**config.mk**
```make
export PLATFORM = sky130hd
export DESIGN_NAME = pix_unpack
export DESIGN_NICKNAME = d
export VERILOG_FILES = /design/src/rtl/pix_unpack_pkg.sv /design/src/rtl/pu_cfg_check.sv /design/src/rtl/pu_word_seq.sv /design/src/rtl/pu_bus_map.sv /design/src/rtl/pix_unpack.sv
export SDC_FILE = /design/constraint.sdc
export NUM_CORES = 1
export LEC_CHECK = 0
export BUFFER_PORTS_ARGS = -buffer_cell sky130_fd_sc_hd__buf_2
export CORE_MARGIN = 4
export CORE_UTILIZATION = 44
export CTS_CLUSTER_DIAMETER = 60
export DETAILED_ROUTE_END_ITERATION = 10
export PLACE_DENSITY = 0.76
export SLEW_MARGIN = 20
export SYNTH_ARGS = -nofsm -noshare
export SYNTH_HDL_FRONTEND = slang
export SYNTH_HIERARCHICAL = 1
export SYNTH_SLANG_ARGS = --single-unit
```
**constraint.sdc**
```tcl
create_clock -name clk -period 1.8 [get_ports clk]
set_input_delay 0.09 -clock clk [delete_from_list [all_inputs] [get_ports clk]]
set_output_delay 0.09 -clock clk [all_outputs]
set_load 0.01 [all_outputs]
```
**src/rtl/pix_unpack_pkg.sv**
```systemverilog
package pix_unpack_pkg;

   localparam logic [1:0] WL_PIX16 = 2'd0;
   localparam logic [1:0] WL_PIX24 = 2'd3;

   localparam logic [1:0] BUS_16 = 2'd0;
   localparam logic [1:0] BUS_8  = 2'd1;
   localparam logic [1:0] BUS_18 = 2'd2;
   localparam logic [1:0] BUS_24 = 2'd3;

   // Number of live data lines for a bus code.
   function automatic logic [5:0] bus_lines(input logic [1:0] code);
      case (code)
         BUS_16:  bus_lines = 6'd16;
         BUS_8:   bus_lines = 6'd8;
         BUS_18:  bus_lines = 6'd18;
         default: bus_lines = 6'd24;
      endcase
   endfunction

endpackage

```
**src/rtl/pu_cfg_check.sv**
```systemverilog
module pu_cfg_check
   import pix_unpack_pkg::*;
(
   input  logic       clk,
   input  logic       rst_n,
   input  logic [1:0] wlen_code,
   input  logic [1:0] bus_code,
   output logic       mode16,
   output logic       err_now
);
   logic legal16, legal24, bad, err_q;

   assign legal16 = (wlen_code == WL_PIX16) && (bus_code == BUS_16);
   assign legal24 = (wlen_code == WL_PIX24) && (bus_code == BUS_24);
   assign bad     = !(legal16 || legal24);
   assign mode16  = (wlen_code == WL_PIX16);
   assign err_now = err_q | bad;

   always_ff @(posedge clk) begin
      if (!rst_n)   err_q <= 1'b0;
      else if (bad) err_q <= 1'b1;
   end

   // once latched, the error never clears without reset
   p_sticky_r8: assert property (@(posedge clk) disable iff (!rst_n)
      err_now |=> err_now);

endmodule

```
**src/rtl/pu_word_seq.sv**
```systemverilog
module pu_word_seq #(
   parameter int WORD_W = 32,
   parameter int BUS_W  = 24
) (
   input  logic              clk,
   input  logic              rst_n,
   input  logic              flush,
   input  logic              halt,
   input  logic              mode16,
   input  logic [WORD_W/8-1:0] byte_mask,
   input  logic              in_valid,
   input  logic [WORD_W-1:0] in_word,
   output logic              in_ready,
   output logic              out_valid,
   input  logic              out_ready,
   output logic [BUS_W-1:0]  pix
);
   localparam int HALF_W    = WORD_W / 2;
   localparam int PIX_BYTES = BUS_W / 8;

   logic [WORD_W-1:0] word_q;
   logic [1:0]        pend_q;
   logic              sel, last, out_fire, in_fire, lo_ok, hi_ok;
   logic [1:0]        load_pend, sel_bit;
   logic [HALF_W-1:0] half;
   logic [BUS_W-1:0]  pix16, pix24;

   assign sel      = ~pend_q[0];
   assign last     = pend_q[0] ^ pend_q[1];
   assign sel_bit  = sel ? 2'b10 : 2'b01;
   assign out_valid = (|pend_q) & ~halt & ~flush;
   assign out_fire = out_valid & out_ready;
   assign in_ready = ~halt & ~flush & (~(|pend_q) | (out_fire & last));
   assign in_fire  = in_valid & in_ready;

   assign lo_ok     = &byte_mask[1:0];
   assign hi_ok     = &byte_mask[3:2];
   assign load_pend = mode16 ? {hi_ok, lo_ok} : 2'b01;

   always_ff @(posedge clk) begin
      if (!rst_n) begin
         pend_q <= 2'b00;
         word_q <= '0;
      end else if (flush) begin
         pend_q <= 2'b00;
      end else if (in_fire) begin
         word_q <= in_word;
         pend_q <= load_pend;
      end else if (out_fire) begin
         pend_q <= pend_q & ~sel_bit;
      end
   end

   assign half  = sel ? word_q[WORD_W-1:HALF_W] : word_q[HALF_W-1:0];
   assign pix16 = {{(BUS_W-HALF_W){1'b0}}, half};

   for (genvar b = 0; b < PIX_BYTES; b++) begin : g_byte
      assign pix24[b*8 +: 8] = byte_mask[b] ? word_q[b*8 +: 8] : 8'h00;
   end

   assign pix = mode16 ? pix16 : pix24;

   // no new word while a held pixel is stalled
   p_no_refill_r6: assert property (@(posedge clk) disable iff (!rst_n)
      (out_valid && !out_ready) |-> !in_ready);
   // flush leaves nothing pending
   p_flush_idle_r10: assert property (@(posedge clk) disable iff (!rst_n)
      flush |=> !out_valid);

endmodule

```
**src/rtl/pu_bus_map.sv**
```systemverilog
module pu_bus_map
   import pix_unpack_pkg::*;
#(
   parameter int BUS_W = 24
) (
   input  logic [1:0]       bus_code,
   input  logic [BUS_W-1:0] pix,
   output logic [BUS_W-1:0] bus
);
   logic [5:0] lines;
   assign lines = bus_lines(bus_code);

   for (genvar i = 0; i < BUS_W; i++) begin : g_line
      assign bus[i] = pix[i] & (6'(i) < lines);
   end

endmodule

```
**src/rtl/pix_unpack.sv**
```systemverilog
module pix_unpack
   import pix_unpack_pkg::*;
#(
   parameter int WORD_W = 32,
   parameter int BUS_W  = 24
) (
   input  logic              clk,
   input  logic              rst_n,
   input  logic              flush,
   input  logic [1:0]        wlen_code,
   input  logic [1:0]        bus_code,
   input  logic [3:0]        byte_mask,
   input  logic              in_valid,
   input  logic [WORD_W-1:0] in_word,
   output logic              in_ready,
   output logic              out_valid,
   input  logic              out_ready,
   output logic [BUS_W-1:0]  out_bus,
   output logic              cfg_err
);
   if (WORD_W != 32) begin : g_bad_word
      $error("pix_unpack: WORD_W must be 32");
   end
   if (BUS_W != 24) begin : g_bad_bus
      $error("pix_unpack: BUS_W must be 24");
   end

   logic mode16, err_now;
   logic [BUS_W-1:0] pix;

   pu_cfg_check u_cfg (
      .clk(clk), .rst_n(rst_n), .wlen_code(wlen_code), .bus_code(bus_code),
      .mode16(mode16), .err_now(err_now));

   pu_word_seq #(.WORD_W(WORD_W), .BUS_W(BUS_W)) u_seq (
      .clk(clk), .rst_n(rst_n), .flush(flush), .halt(err_now),
      .mode16(mode16), .byte_mask(byte_mask), .in_valid(in_valid),
      .in_word(in_word), .in_ready(in_ready), .out_valid(out_valid),
      .out_ready(out_ready), .pix(pix));

   pu_bus_map #(.BUS_W(BUS_W)) u_map (
      .bus_code(bus_code), .pix(pix), .bus(out_bus));

   assign cfg_err = err_now;

   // stalled pixel is held steady
   p_hold_r7: assert property (@(posedge clk) disable iff (!rst_n)
      (out_valid && !out_ready && !flush) |=> (cfg_err || (out_valid && $stable(out_bus))));
   // error silences both handshakes
   p_err_quiet_r8: assert property (@(posedge clk) disable iff (!rst_n)
      cfg_err |-> (!out_valid && !in_ready));
   // 16-bit pixels leave the upper lines at zero
   p_upper_zero_r2: assert property (@(posedge clk) disable iff (!rst_n)
      (out_valid && wlen_code == WL_PIX16) |-> (out_bus[BUS_W-1:16] == '0));

endmodule

```
==> results.py <==
metrics = {
    "layout": {
        "syn_to_final_growth_pct": 32.2,
        "final_common_cell": "buf_2",
        "stdcell_count": 354,
        "nets": 350,
        "final_cell_mix": "71 x buf_2, 34 x dfxtp_1, 33 x nand3_1",
        "drive_gt1_frac": 0.352,
        "antenna_cells": 0,
        "post-route-util": 0.614,
    },
    "setup_path": {
        "crit_start": "u_seq/pend_q[0]",
        "path_cells": "inv_1 -> ha_1 -> a21oi_4 -> buf_12 -> nor3_1 -> buf_2",
        "max_stage_delay_ns": 0.38,
        "crit_required_ns": 1.71,
        "cp_max_fo": 5,
        "critical_path_class": "flop to output port",
        "worst_setup_path_start_kind": "flop",
        "end_kind": "output port",
        "r2r_start": "u_seq/pend_q[0]",
        "arrival_ns": 1.60,
        "slowest_stage": "dfxtp_2",
    },
    "routing": {
        "ant_nets": 0,
        "dr.pass1.iters": 4,
        "routed_via_density": 5.57,
        "vias": 1972,
        "wl_mm": 5.33,
        "avgRoutedWirePerCell_um": 15.0,
        "drt_iter0_drc": 113,
        "drcViolationCount": 0,
    },
    "power_and_ir_drop": {
        "p_sw_mw": 0.386,
        "seq_power_share": 0.518,
        "internal_power_mw": 1.13,
        "p_leak_nw": 1.09,
        "clkPwrFrac": 0.374,
        "powerDensity_nw_per_um2": 600,
        "power_mw": 1.52,
        "peakVddDrop_mv": 0.341,
        "p_sw_frac": 0.254,
        "pwr-share-comb": 0.109,
    },
    "sta": {
        "rsz0062_at_grt": "false",
        "slew_violations": 0,
        "period_share": 0.940,
        "setup_viol": 0,
        "skew_ns": 0.00684,
        "slew-limit-headroom": 0.623,
        "tightest_slew_ns": 0.562,
        "timing.fmax_mhz": 591,
        "hold_viol": 0,
        "fin_crit_ns": 1.69,
    },
    "floorplan": {
        "num_rows": 23,
        "initial_core_util": 0.465,
        "dieArea_sq_um": 5470,
        "core_area_sq_um": 4120,
        "die_h_um": 73.9,
        "io_pins": 72,
        "die_w_um": 73.9,
    },
    "synth": {
        "synth_top_family_by_area": "compound AO/OA/AOI/OAI gates",
        "synth_ff_type": "dfxtp_1",
        "synth_area_sq_um": 1910,
        "synth_seq_cells": 35,
        "ys_warn_count": 6,
        "synth_compound_area_frac": 0.322,
        "syn-num-nets": 281,
        "synth_edf_count": 0,
        "async_flop_share": 0,
        "syn_avg_cell_area_sq_um": 8.18,
        "synth_fa_ha_area_frac": 0.0131,
        "muxShareOfSynthArea": 0.00523,
        "synth.distinct_cells": 33,
        "netlist_instances": 234,
        "synth-seq-area-share": 0.366,
        "synth_simple_gate_area_share": 0.223,
        "synth_xor_area_frac": 0,
    },
    "grt": {
        "grt_pass1_wl_mm": 8.17,
        "grt_max_degree": 35,
        "antenna_found_initial": 0,
        "first_global_vias": 1825,
        "gr-total-overflow": 0,
        "groute.usage.overall": 0.191,
    },
    "status": {
        "status": "finished clean",
    },
    "place": {
        "dp.final_hpwl_mm": 3.64,
        "dp.cells": 343,
        "gp_congestion": 0.776,
        "io_buffers": 71,
    },
    "clock_network": {
        "cts_buffers": 5,
        "clk_latency_ns": 0.29,
        "cts_root_buffer": "clkbuf_8",
        "cts.htree.levels": 2,
        "hold_buffers": 0,
        "cts_buffer_depth": 2,
        "tritoncts": "yes",
        "cts.sinks": 35,
        "clk_pin_slew_ns": 0.08,
    },
    "worst_hold_path": {
        "hp-class": "input pin to flop",
        "hold_start": "in_word[21]",
    },
    "run": {
        "cap_violations": 0,
    },
}
[power by group through the flow]
stage | sequential [mW] | clock, mW | combinational [mW]
final | 0.785 | 0.567 | 0.165
after floorplan | 0.802 | 0 | 0.0713
after global placement | 0.803 | 0 | 0.160
after global routing | 0.786 | 0.611 | 0.181
after CTS | 0.785 | 0.575 | 0.162
after detailed placement | 0.803 | 0 | 0.160
[worst max-delay path, delay by kind of cell (launching register included)]
family,cells,cell delay (ns)
AOI/OAI and AO/OA,1,0.23
DFF,1,0.38
adders and majority gates,1,0.35
buffers and inverters,3,0.33
and+or+nand+nor,1,0.03
[path summary, 6_finish.rpt]
check	endpoint	slack, ns	cells after the start
max reg2reg	u_seq/word_q[7]	0.15	7
min reg2reg	u_seq/word_q[10]	0.49	2
max	in_ready	0.11	6
min	u_seq/word_q[21]	0.05	3
[what timing repair did]
item	in CTS	in global routing
gates resized for setup	2	0
pin swaps	0	1
setup buffers	0	2
endpoints found under the setup margin	1	1
cloned	0	1
hold endpoints to repair	0	0
[per-layer routing]
metal	GRT usage	share of wire	vias up
met2	0.302	0.46	79
met3	0.0527	0.096	6
met4	0.0543	0.011	0
met5	0	0	-
li1	-	-	974
met1	0.255	0.43	913
[registers in the layout, summed over array words and instances (netlist names)]
register	cells
u_cfg/err_q	1
u_seq/pend_q	2
u_seq/word_q	32
[layout make-up]
cell class | instances | area, sq um
Tap cell | 50 | 62.6
Multi-Input combinational cell | 167 | 1090
Sequential cell | 35 | 702
Timing Repair Buffer | 90 | 566
Clock inverter | 3 | 20.0
Fill cell | 371 | 1590
Inverter | 4 | 15.0
Clock buffer | 5 | 68.8
[synth_stat cells, types with 2 or more instances]
cell type,count,area (sq um)
dfxtp_1,35,701
nand3_1,33,165
o21ai_0,33,165
a21boi_0,26,195
clkbuf_1,21,78.8
and2_1,17,106
a22o_1,16,140
a21boi_1,6,45.0
buf_2,6,30.0
and3_1,5,31.3
inv_1,4,15.0
nor3_1,3,15.0
a21o_1,2,15.0
a21oi_1,2,10.0
and2_2,2,15.0
and3_2,2,15.0
ha_1,2,25.0
nand2_1,2,7.51
nor2b_1,2,12.5
o21ai_1,2,10.0
[through the flow]
stage          area, sq um  setup slack (ns)  hold slack, ns  TNS (ns)
6_report              2530             0.109          0.0519         0
3_3_place_gp          2380           -0.0540           0.355     -1.26
5_1_grt               2530            0.0395          0.0589         0
4_1_cts               2480            0.0174          0.0535         0
3_5_place_dp          2380           -0.0885           0.355     -2.03
2_1_floorplan         1950           -0.0801           0.212     -2.36
[kinds of logic (layout without fill, tap and decap cells)]
logic type                 count (synthesis)  after routing
muxes                                      1              1
AOI/OAI and AO/OA                         91             91
buffers and inverters                     32            102
DFF                                       35             35
and+or+nand+nor                           73             73
adders and majority gates                  2              2
Note: power is estimated with default switching activity, not from simulation.
